===== src/rtl/serloop_pkg.sv =====
// Shared types for the serial loopback path selector.
// Assumes: nothing beyond a single synchronous clock domain.
package serloop_pkg;

    // Registered loop control set; one bit per control input.
    typedef struct packed {
        logic diag;    // transmit stream feeds receiver
        logic line;    // retimed receive bit drives line
        logic raw;     // raw receive bit drives line
        logic ltime;   // transmit timing from recovered strobe
    } loop_ctrl_t;

endpackage


===== src/rtl/serloop_ctrl_reg.sv =====
// Registers the static loop controls so mode changes land on a clock edge.
// Assumes: controls are quasi-static and change between words only.
module serloop_ctrl_reg
    import serloop_pkg::*;
(
    input  logic       clk,
    input  logic       rst_n,
    input  loop_ctrl_t ctrl_d,
    output loop_ctrl_t ctrl_q
);

    // Capture the control set every cycle; clear under reset.
    always_ff @(posedge clk) begin
        if (!rst_n) begin
            ctrl_q <= '0;
        end else begin
            ctrl_q <= ctrl_d;
        end
    end

endmodule


===== src/rtl/serloop_tx_shifter.sv =====
// Parallel-to-serial shifter, MSB first, one bit per bit enable.
// Loads a new word on the enable after the last bit of the previous one
// (the first enable after reset also loads) and pulses char_load once.
// Assumes: word_in is stable when bit_en arrives with the count at its end.
module serloop_tx_shifter #(
    parameter int WORD_W = 16
) (
    input  logic              clk,
    input  logic              rst_n,
    input  logic              bit_en,
    input  logic [WORD_W-1:0] word_in,
    output logic              ser_bit,
    output logic              char_load
);

    localparam int CNT_W = $clog2(WORD_W);
    localparam logic [CNT_W-1:0] LAST = CNT_W'(WORD_W - 1);

    logic [WORD_W-1:0] sh_q;
    logic [CNT_W-1:0]  cnt_q;

    // Shift one bit per enable; reload after the last bit.
    always_ff @(posedge clk) begin
        if (!rst_n) begin
            sh_q      <= '0;
            cnt_q     <= LAST;
            char_load <= 1'b0;
        end else begin
            char_load <= 1'b0;
            if (bit_en) begin
                if (cnt_q == LAST) begin
                    sh_q      <= word_in;
                    cnt_q     <= '0;
                    char_load <= 1'b1;
                end else begin
                    sh_q  <= {sh_q[WORD_W-2:0], 1'b0};
                    cnt_q <= cnt_q + 1'b1;
                end
            end
        end
    end

    assign ser_bit = sh_q[WORD_W-1];

    AST_LOAD_NEEDS_EN: assert property (@(posedge clk) disable iff (!rst_n)
        char_load |-> $past(bit_en));
    AST_LOAD_ONE_CYCLE: assert property (@(posedge clk) disable iff (!rst_n)
        char_load |=> !char_load);
    AST_BIT_HOLDS: assert property (@(posedge clk) disable iff (!rst_n)
        !bit_en |=> $stable(ser_bit));

endmodule


===== src/rtl/serloop_rx_shifter.sv =====
// Serial-to-parallel shifter; first accepted bit lands in the MSB.
// Presents a word and a one-cycle valid every WORD_W accepted bits.
// Assumes: fixed alignment from reset; no framing search.
module serloop_rx_shifter #(
    parameter int WORD_W = 16
) (
    input  logic              clk,
    input  logic              rst_n,
    input  logic              sample_en,
    input  logic              bit_in,
    output logic [WORD_W-1:0] word_out,
    output logic              word_valid
);

    localparam int CNT_W = $clog2(WORD_W);
    localparam logic [CNT_W-1:0] LAST = CNT_W'(WORD_W - 1);

    logic [WORD_W-1:0] sh_q;
    logic [WORD_W-1:0] sh_nxt;
    logic [CNT_W-1:0]  cnt_q;

    // Next shift contents with the incoming bit appended.
    always_comb sh_nxt = {sh_q[WORD_W-2:0], bit_in};

    // Accept bits, and publish a word after the last one.
    always_ff @(posedge clk) begin
        if (!rst_n) begin
            sh_q       <= '0;
            cnt_q      <= '0;
            word_out   <= '0;
            word_valid <= 1'b0;
        end else begin
            word_valid <= 1'b0;
            if (sample_en) begin
                sh_q <= sh_nxt;
                if (cnt_q == LAST) begin
                    cnt_q      <= '0;
                    word_out   <= sh_nxt;
                    word_valid <= 1'b1;
                end else begin
                    cnt_q <= cnt_q + 1'b1;
                end
            end
        end
    end

    AST_VALID_ONE_CYCLE: assert property (@(posedge clk) disable iff (!rst_n)
        word_valid |=> !word_valid);
    AST_VALID_NEEDS_SAMPLE: assert property (@(posedge clk) disable iff (!rst_n)
        word_valid |-> $past(sample_en));

endmodule


===== src/rtl/serloop_path_sel.sv =====
// Serial loopback path selector: picks the line output source, the
// receive deserializer source and the transmit bit strobe.
// Assumes: strobes are single-cycle pulses in the clk domain; loop
// controls change only under reset or between words.
module serloop_path_sel
    import serloop_pkg::*;
#(
    parameter int WORD_W = 16
) (
    input  logic              clk,
    input  logic              rst_n,
    input  logic              ref_bit_en,
    input  logic              rx_bit_en,
    input  logic              rx_raw_bit,
    input  logic              rx_rec_bit,
    input  logic              diag_loop,
    input  logic              line_loop,
    input  logic              raw_loop,
    input  logic              loop_time,
    input  logic [WORD_W-1:0] tx_word,
    output logic              tx_load,
    output logic              ser_out,
    output logic [WORD_W-1:0] rx_word,
    output logic              rx_valid
);

    loop_ctrl_t ctrl_d;
    loop_ctrl_t ctrl_q;
    logic       rec_q;        // retimed receive bit
    logic       tx_bit_en;
    logic       tx_ser;
    logic       rx_en_d;      // receive strobe, one cycle late
    logic       rx_bit;

    // Pack the control pins into one set.
    always_comb ctrl_d = '{diag: diag_loop, line: line_loop,
                           raw: raw_loop, ltime: loop_time};

    serloop_ctrl_reg u_ctrl (
        .clk    (clk),
        .rst_n  (rst_n),
        .ctrl_d (ctrl_d),
        .ctrl_q (ctrl_q)
    );

    // Retime the recovered bit on its own strobe.
    always_ff @(posedge clk) begin
        if (!rst_n) begin
            rec_q <= 1'b0;
        end else if (rx_bit_en) begin
            rec_q <= rx_rec_bit;
        end
    end

    // Transmit timing source: recovered or reference strobe.
    always_comb tx_bit_en = ctrl_q.ltime ? rx_bit_en : ref_bit_en;

    serloop_tx_shifter #(.WORD_W(WORD_W)) u_tx (
        .clk       (clk),
        .rst_n     (rst_n),
        .bit_en    (tx_bit_en),
        .word_in   (tx_word),
        .ser_bit   (tx_ser),
        .char_load (tx_load)
    );

    // Delay the chosen receive strobe so the bit it marks has settled.
    always_ff @(posedge clk) begin
        if (!rst_n) begin
            rx_en_d <= 1'b0;
        end else begin
            rx_en_d <= ctrl_q.diag ? tx_bit_en : rx_bit_en;
        end
    end

    // Receive source: transmit stream in diagnostic loop, else line.
    always_comb rx_bit = ctrl_q.diag ? tx_ser : rec_q;

    serloop_rx_shifter #(.WORD_W(WORD_W)) u_rx (
        .clk        (clk),
        .rst_n      (rst_n),
        .sample_en  (rx_en_d),
        .bit_in     (rx_bit),
        .word_out   (rx_word),
        .word_valid (rx_valid)
    );

    // Line output priority: retimed loop, raw loop, transmit shifter.
    always_comb begin
        if (ctrl_q.line)     ser_out = rec_q;
        else if (ctrl_q.raw) ser_out = rx_raw_bit;
        else                 ser_out = tx_ser;
    end

    AST_LINE_FOLLOWS_REC: assert property (@(posedge clk) disable iff (!rst_n)
        ($past(rx_bit_en) && $past(ctrl_q.line) && ctrl_q.line)
            |-> ser_out == $past(rx_rec_bit));
    AST_TX_STROBE_SRC: assert property (@(posedge clk) disable iff (!rst_n)
        tx_load |-> ($past(ctrl_q.ltime) ? $past(rx_bit_en)
                                         : $past(ref_bit_en)));

endmodule


===== config.mk =====
export PLATFORM = sky130hd
export DESIGN_NAME = serloop_path_sel
export DESIGN_NICKNAME = d
export VERILOG_FILES = /design/src/rtl/serloop_pkg.sv /design/src/rtl/serloop_ctrl_reg.sv /design/src/rtl/serloop_tx_shifter.sv /design/src/rtl/serloop_rx_shifter.sv /design/src/rtl/serloop_path_sel.sv
export SDC_FILE = /design/constraint.sdc
export NUM_CORES = 1
export LEC_CHECK = 0
export ABC_CLOCK_PERIOD_IN_PS = 1650
export CELL_PAD_IN_SITES_DETAIL_PLACEMENT = 0
export CELL_PAD_IN_SITES_GLOBAL_PLACEMENT = 1
export CORE_UTILIZATION = 39
export CTS_CLUSTER_SIZE = 16
export DETAILED_ROUTE_END_ITERATION = 6
export HOLD_SLACK_MARGIN = 0.05
export PLACE_DENSITY = 0.85
export SYNTH_ARGS = -nofsm -noshare
export SYNTH_HDL_FRONTEND = slang
export SYNTH_SLANG_ARGS = --single-unit
export TNS_END_PERCENT = 1

===== constraint.sdc =====
create_clock -name clk -period 1.65 [get_ports clk]
set_clock_uncertainty 0.1 [all_clocks]
set_input_delay 0.33 -clock clk [delete_from_list [all_inputs] [get_ports clk]]
set_output_delay 0.33 -clock clk [all_outputs]
set_load 0.03 [all_outputs]

### Word-level counts from Yosys, hierarchy flattened

Cells that the tools add are included.

* register bits: 63
* bits of input ports: 26

* add/sub/neg operators: 2
* eq/ne operators: 2
* multiplexer cells: 10
* reduce and logical (&&, ||, !) cells: 3

Operators with widths (number)
* $mux W16: 1
* $add A4 B1 Y4 const B: 2
* $eq A4 B4 Y1 const B: 2
* $mux W4: 2
* $mux W1: 7
* $reduce_and A2 Y1: 3

### Longest topological paths before layout

Gate-level depths: netlist of run 1.

* depth in word-level cells: 2
* gate-level depth with buffers: 6
* mapped depth without buffers: 4

### By module

From an unflattened synthesis of run 1, not the netlist that was laid out.

* cells, all modules: 204
* area, all modules: 2313.5 um^2

By module, submodules not included
* serloop_rx_shifter: instances 1, cells an instance 105, area each 1221.2 um^2
* serloop_tx_shifter: instances 1, cells an instance 79, area each 859.6 um^2
* serloop_path_sel: instances 1, cells an instance 12, area each 127.6 um^2
* serloop_ctrl_reg: instances 1, cells an instance 8, area each 105.1 um^2

### Worst setup path before layout of run 1

No wires, ideal clock.

* path type: flip-flop to output port
* start point: reg u_ctrl.ctrl_q[1] (netlist name)
* end point: out ser_out
* data arrival time: 1075 ps
* slack: 145 ps
* cell stages (with the launch flop): 3
* path buffers: 0
* path through: dfxtp_1 mux2i_1 o21ai_0

* longest elaborated chain between the ends: 2

RTL lines
* $mux W1: line serloop_path_sel.sv:91 `else if (ctrl_q.raw) ser_out = rx_raw_bit;`
* $mux W1: line serloop_path_sel.sv:90 `if (ctrl_q.line) ser_out = rec_q;`
* end: declaration: line serloop_path_sel.sv:22 `output logic ser_out,`

Every way passes these cells.

### Final worst setup path of run 1

* start point: in rx_raw_bit
* end point: out ser_out

* longest elaborated chain between the ends: 2

RTL lines
* start: declaration: line serloop_path_sel.sv:14 `input logic rx_raw_bit,`
* $mux W1: line serloop_path_sel.sv:91
* $mux W1: line serloop_path_sel.sv:90

Every way passes these cells.

==> qor.csv, run 1 <==
metric,value,unit
Worst path top cell family by delay,buffers and inverters,
antenna-violating nets left,0,
HPWL reported at the end of detailed placement,2890,um
post-synthesis area per instance,9.86,um2
final max-slew violation count,0,
peak fanout along the critical path,1,
fraction of the yosys area taken by sequential cells,54.9,%
Mapped Area,2300,um2
area of the die,6200,um2
post-CTS setup buffer count,0,
Num CTS Buffers,9,
cells along the critical path,clkdlybuf4s50_1 > mux2i_1 > o21ai_1 > buf_4,
cell with the biggest individual delay on the critical path,sky130_fd_sc_hd__clkdlybuf4s50_1,
Reg2Reg Setup Slack,0.14,ns
final setup margin,0.0882,ns
dominant combinational cell family by area after synthesis,compound AO/OA/AOI/OAI gates,
Final Cycle Share,94.7,%
Worst R2R End,u_rx.word_out[10],
number of nets in the layout,313,
multiplexer area fraction after synthesis,9.25,%
number of vias after detailed routing,1787,
synthesized instance count,233,
PnR Total Power,3.44,mW
number of placed instances with taps included,346,
post-route non-filler standard cell count,362,
"Largest stage delay, worst path",0.45,ns
Maximum Capacitance Violations,0,
WP data required,1.22,ns
worst path bufs/invs,2,
"Clk pin slew, worst setup/hold paths",0.06,ns
count of cells along the worst hold path,2,
CTS tree,built,
total routing resource utilization after global routing,16.1,%
CTS Hold Bufs,0,
reg-to-reg startpoint,u_rx.cnt_q[0],
final cell area excluding filler cells,3060,um2
XOR/XNOR share of the synthesized area,1.14,%
synth-to-layout area growth,33.1,%
kind of capture point of the worst setup path,output pin,
worst-case vdd ir drop,0.872,mV
simple-gate share of the synthesized area,10.9,%
H-tree depth reported by CTS,3,
met1 track demand over resource in global routing,19.0,%
final critical delay including setup and external delays,1.56,ns
initial standard-cell utilization of the core,41.0,%
Synth warnings,0,
buffer depth of the longest clock path,2,
clock latency at the later pin of the worst-skew pair,0.33,ns
RSZ-0062 raised after global routing,no,
pin count of the biggest net entering global routing,23,
Cell variety after synth,28,
worst hold path endpoint,u_tx.sh_q[15],
Root Driver,sky130_fd_sc_hd__clkbuf_8,
run status,completed,
count of buffers inserted at the top-level ports,44,
per-cell via count in the routed design,4.94,
Placed Area,2870,um2
number of global-route vias before repair,1713,
wire length of the first global-routing pass,7650,um
share of the synthesized area in compound gates (AO/OA/AOI/OAI),18.7,%
power density relative to cell area,1120,nW/um2
Sum Neg Setup Slack,0,ns
residual overflow from global routing,0,
wire length reported by the detailed router,4380,um
Initial DRT Pass Iterations,4,
Finish-stage setup viols,0,
antenna fix cells,0,
Synth Net Count,261,
startpoint class of the critical path,primary input,
kind of path behind the tightest hold check,reg -> reg,
clk sinks,63,
share of cells above drive strength 1,11.4,%
crit path DAT,1.13,ns
Die W,78.8,um
antenna violations before repair,0,
kind of critical path,in -> out,
violation count after the first detailed-routing iteration,66,
static leakage power,1.29,nW
Slew @ Worst Pin,0.305,ns
Seq cells post-synth,63,
post-DR wirelength/cell,12.1,um
die outline height,78.8,um
met3 usage in global routing,6.32,%
Place WS,-0.0705,ns
FP Rows,27,
Final Hold Fails,0,
startpoint of the tightest hold check path,u_tx.sh_q[14],
most heavily used metal layer in global routing,met2,
worst r2r path cells,5,
Post-route DRC,0,
RD Place Congestion,0.734,
Adder-Cell Fraction of Synth Area,1.09,%
core outline area,5610,um2
Ports,45,
worst slew margin relative to its limit,79.8,%
max frequency,640,MHz
met2 track utilization from global routing,26.0,%
kinds of logic after synthesis:
group,count (synthesis)
AO/OA/AOI/OAI,71
XOR/XNOR,3
adder cells (fa/ha/maj),2
buffers and inverters,16
flip-flops,63
multiplexers,21
AND/OR/NAND/NOR,57
state kept, by name, summed over array words and instances (netlist names):
name / flops
u_tx.char_load: 1
u_rx.word_valid: 1
rx_en_d: 1
u_rx.word_out: 16
rec_q: 1
u_tx.sh_q: 16
u_rx.cnt_q: 4
u_rx.sh_q: 15
u_ctrl.ctrl_q: 4
u_tx.cnt_q: 4
report_power, final:
group | switching [mW] | internal (mW)
registers | 0.0425 | 1.59
clock network | 0.565 | 0.845
logic | 0.202 | 0.193
cell usage in the layout, fill, tap and decap left out, types with 2 or more instances in the layout:
cell type	n
sky130_fd_sc_hd__ha_1	2
sky130_fd_sc_hd__mux2_2	2
sky130_fd_sc_hd__a22o_1	16
sky130_fd_sc_hd__buf_12	3
sky130_fd_sc_hd__and2_1	5
sky130_fd_sc_hd__xor2_1	2
sky130_fd_sc_hd__bufinv_16	2
sky130_fd_sc_hd__dlygate4sd2_1	18
sky130_fd_sc_hd__nor2_1	21
sky130_fd_sc_hd__o21ai_0	16
sky130_fd_sc_hd__nand3_1	4
sky130_fd_sc_hd__clkdlybuf4s50_1	25
sky130_fd_sc_hd__dfxtp_1	63
sky130_fd_sc_hd__mux2i_1	18
sky130_fd_sc_hd__buf_4	10
sky130_fd_sc_hd__clkinvlp_4	2
sky130_fd_sc_hd__clkbuf_8	9
sky130_fd_sc_hd__clkinv_2	2
sky130_fd_sc_hd__and3_1	2
sky130_fd_sc_hd__nand2_1	21
sky130_fd_sc_hd__a21oi_1	33
worst register-to-register path, delay by kind of cell, from the launching register on:
kind / cells / cell delay (ns)
DFF: 1 / 0.38
AOI/OAI and AO/OA: 1 / 0.23
adders and majority gates: 1 / 0.20
and+or+nand+nor: 2 / 0.35
buffers and inverters: 1 / 0.15
through the flow:
stage	util, %	hold WS (ns)
finish	54.6	0.346
global route	54.6	0.371
CTS	54.6	0.350
detailed placement	51.2	0.339
global placement	51.2	0.334
floorplan	-	0.326
cell usage after synthesis:
cell type | number | area share, %
sky130_fd_sc_hd__a211oi_1 | 1 | 0.33
sky130_fd_sc_hd__a21boi_0 | 1 | 0.33
sky130_fd_sc_hd__a21oi_1 | 33 | 7.2
sky130_fd_sc_hd__a22o_1 | 16 | 6.1
sky130_fd_sc_hd__a22oi_1 | 1 | 0.33
sky130_fd_sc_hd__and2_1 | 5 | 1.4
sky130_fd_sc_hd__and3_1 | 2 | 0.54
sky130_fd_sc_hd__buf_2 | 5 | 1.1
sky130_fd_sc_hd__buf_4 | 3 | 0.98
sky130_fd_sc_hd__buf_6 | 2 | 0.98
sky130_fd_sc_hd__clkbuf_1 | 5 | 0.82
sky130_fd_sc_hd__dfxtp_1 | 63 | 55
sky130_fd_sc_hd__ha_1 | 2 | 1.1
sky130_fd_sc_hd__inv_1 | 1 | 0.16
sky130_fd_sc_hd__mux2_2 | 2 | 0.98
sky130_fd_sc_hd__mux2i_1 | 19 | 8.3
sky130_fd_sc_hd__nand2_1 | 21 | 3.4
sky130_fd_sc_hd__nand3_1 | 4 | 0.87
sky130_fd_sc_hd__nand4_1 | 1 | 0.27
sky130_fd_sc_hd__nand4_2 | 1 | 0.54
sky130_fd_sc_hd__nor2_1 | 21 | 3.4
sky130_fd_sc_hd__nor2_2 | 1 | 0.27
sky130_fd_sc_hd__nor3_1 | 1 | 0.22
sky130_fd_sc_hd__o21ai_0 | 17 | 3.7
sky130_fd_sc_hd__o311ai_0 | 1 | 0.38
sky130_fd_sc_hd__o31ai_1 | 1 | 0.33
sky130_fd_sc_hd__xnor2_1 | 1 | 0.38
sky130_fd_sc_hd__xor2_1 | 2 | 0.76
what timing repair did:
action                     in CTS  in global routing
cloned                          0                  0
setup endpoints to repair      18                  1
resized for setup              18                  1
worst max-delay path by stage:
| stage | startpoint | end | slack (ns) | cells after the start |
|---|---|---|---|---|
| detailed placement | rx_bit_en | u_tx.cnt_q[2] | -0.07 | 4 |
| finish | rx_raw_bit | ser_out | 0.09 | 4 |
| global route | u_ctrl.ctrl_q[1] | ser_out | 0.03 | 3 |
| floorplan | u_ctrl.ctrl_q[1] | ser_out | 0.14 | 2 |
| global placement | ref_bit_en | u_tx.cnt_q[2] | -0.06 | 4 |
| CTS | rx_raw_bit | ser_out | 0.05 | 4 |
layout make-up:
class	instances	area (um2)
clock inverters	6	85.1
fillers	544	2550
well taps	72	90.1
repair buffers	56	543
inverters	1	3.75
flip-flops and latches	63	1260
clock buffers	10	128
multi-input cells	154	948
per-layer routing:
layer | vias to the layer above | routed length, um
met5 | - | 0
met4 | 0 | 17
met3 | 2 | 235
met2 | 49 | 2070
met1 | 811 | 2060
li1 | 925 | -
Note: power is estimated with default switching activity, not from simulation.
==> run 2: changes to the inputs <==
- PLACE_DENSITY: 0.85 -> unset
- PLACE_DENSITY_LB_ADDON: unset -> 0.1
==> qor.csv, run 2 (synthesis gave the netlist of run 1 again) <==
metric,value,unit,change
RSZ-0062 raised after global routing,no,,unchanged
biggest registers after layout,"u_rx.word_out (16), u_tx.sh_q (16), u_rx.sh_q (15)",,unchanged
Finish-stage setup viols,0,,unchanged
count of cells along the worst hold path,2,,unchanged
worst hold path endpoint,u_tx.sh_q[11],,was u_tx.sh_q[15]
number of global-route vias before repair,1760,,"was 1,713"
per-cell via count in the routed design,4.92,,was 4.94
wire length reported by the detailed router,4550,um,was 4380 um
kind of path behind the tightest hold check,reg -> reg,,unchanged
post-CTS setup buffer count,0,,unchanged
Initial DRT Pass Iterations,4,,unchanged
Reg2Reg Setup Slack,0.13,ns,was 0.14 ns
Sum Neg Setup Slack,0,ns,unchanged
antenna violations before repair,0,,unchanged
peak fanout along the critical path,1,,unchanged
RD Place Congestion,0.732,,was 0.734
Slew @ Worst Pin,0.322,ns,was 0.305 ns
Root Driver,sky130_fd_sc_hd__clkbuf_8,,unchanged
initial standard-cell utilization of the core,41.0,%,unchanged
die outline height,78.8,um,unchanged
fraction of power spent switching nets,22.7,%,was 23.5%
final setup margin,0.0784,ns,was 0.0882 ns
internal power,2.72,mW,was 2.63 mW
total routing resource utilization after global routing,16.8,%,was 16.1%
Final Cycle Share,95.2,%,was 94.7%
startpoint class of the critical path,primary input,,unchanged
final hold slack,0.347,ns,was 0.346 ns
Worst R2R End,u_rx.word_out[4],,was u_rx.word_out[10]
clock latency at the later pin of the worst-skew pair,0.33,ns,about the same
reg-to-reg startpoint,u_rx.cnt_q[0],,unchanged
clk sinks,63,,unchanged
"Clk pin slew, worst setup/hold paths",0.07,ns,was 0.06 ns
CTS Hold Bufs,0,,unchanged
area of the die,6200,um2,unchanged
pin count of the biggest net entering global routing,23,,unchanged
share of cells above drive strength 1,11.6,%,was 11.4%
power density relative to cell area,1140,nW/um2,was 1120 nW/um2
core outline area,5610,um2,unchanged
final max-slew violation count,0,,unchanged
final critical delay including setup and external delays,1.57,ns,was 1.56 ns
FP Rows,27,,unchanged
antenna fix cells,0,,unchanged
number of nets in the layout,315,,was 313
residual overflow from global routing,0,,unchanged
static leakage power,1.32,nW,was 1.29 nW
HPWL reported at the end of detailed placement,3020,um,was 2890 um
combinational cell fraction of total power,11.4,%,was 11.5%
number of vias after detailed routing,1790,,"was 1,787"
H-tree depth reported by CTS,3,,unchanged
antenna-violating nets left,0,,unchanged
kind of capture point of the worst setup path,output pin,,unchanged
synth-to-layout area growth,34.8,%,was 33.1%
Flop pwr share,46.4,%,was 47.5%
worst-case vdd ir drop,0.474,mV,was 0.872 mV
Post-route DRC,0,,unchanged
WP data required,1.22,ns,about the same
Maximum Capacitance Violations,0,,unchanged
startpoint of the tightest hold check path,u_tx.sh_q[10],,was u_tx.sh_q[14]
wire length of the first global-routing pass,7920,um,was 7650 um
max frequency,636,MHz,was 640 MHz
Die W,78.8,um,unchanged
post-DR wirelength/cell,12.5,um,was 12.1 um
Final Hold Fails,0,,unchanged
PnR Total Power,3.52,mW,was 3.44 mW
Num CTS Buffers,9,,unchanged
crit path DAT,1.14,ns,was 1.13 ns
switching power of the nets,0.798,mW,was 0.809 mW
most frequent cells in the layout,"sky130_fd_sc_hd__dfxtp_1, sky130_fd_sc_hd__a21oi_1, sky130_fd_sc_hd__clkdlybuf4s50_1",,unchanged
kind of critical path,in -> out,,unchanged
count of buffers inserted at the top-level ports,44,,unchanged
Place WS,-0.0926,ns,was -0.0705 ns
Ports,45,,unchanged
worst r2r path cells,5,,unchanged
buffer depth of the longest clock path,2,,unchanged
run status,completed,,unchanged
fraction of power consumed by the clock network,42.1,%,was 41.0%
CTS tree,built,,unchanged
worst slew margin relative to its limit,78.6,%,was 79.8%
"most common cell after layout, fill and taps aside",sky130_fd_sc_hd__dfxtp_1,,unchanged
violation count after the first detailed-routing iteration,56,,was 66
## run 2: layout make-up
class                      count  area, um2
fill                         564       2510
sequential                    63       1260
multi-input combinational    154        948
timing repair buffer          58        571
clock buffer                  13        159
tap                           72       90.1
clock inverter                 3       65.1
inverter                       1       3.75
## run 2: worst max-delay path by stage
stage                           startpoint            end  slack (ns)  cells past startpoint
final                           rx_raw_bit        ser_out        0.08                      4
after global routing            rx_raw_bit        ser_out        0.03                      4
after CTS                       rx_raw_bit        ser_out        0.02                      4
after detailed placement         rx_bit_en  u_tx.cnt_q[2]       -0.09                      4
after global placement           rx_bit_en  u_tx.cnt_q[2]       -0.08                      4
after floorplan           u_ctrl.ctrl_q[1]        ser_out        0.14                      2
## run 2: power by group through the flow
stage	clock network [mW]	logic, mW	registers, mW
floorplan	0	0.243	1.66
global placement	0	0.405	1.66
detailed placement	0	0.409	1.66
CTS	1.53	0.410	1.63
global route	1.62	0.451	1.64
finish	1.48	0.403	1.63
## run 2: routing by layer
layer  wire [um]  part of all wire, %  vias up  GRT usage, %
met5           0                    0        -             0
met4          78                  1.7        0          9.44
met3         137                  3.0        5          5.17
met2        2180                   48       30          26.3
met1        2160                   47      829          20.5
li1            -                    -      926             -
## run 2: worst max-delay path: stages
cell,delay (ns)
sky130_fd_sc_hd__clkdlybuf4s50_1,0.46
sky130_fd_sc_hd__mux2i_1,0.07
sky130_fd_sc_hd__o21ai_1,0.12
sky130_fd_sc_hd__buf_4,0.17
## run 2: through the flow
stage | utilization [%] | std cells | cell area (um2)
after CTS | 55.2 | 364 | 3100
after detailed placement | 51.7 | 348 | 2900
after global placement | 51.7 | 348 | 2900
final | 55.2 | 364 | 3100
after floorplan | - | 233 | 2300
after global routing | 55.2 | 364 | 3100
## run 2: timing repair
item,4_1_cts,5_1_grt
gates resized for setup,18,1
gates cloned,0,0
setup endpoints to repair,18,1
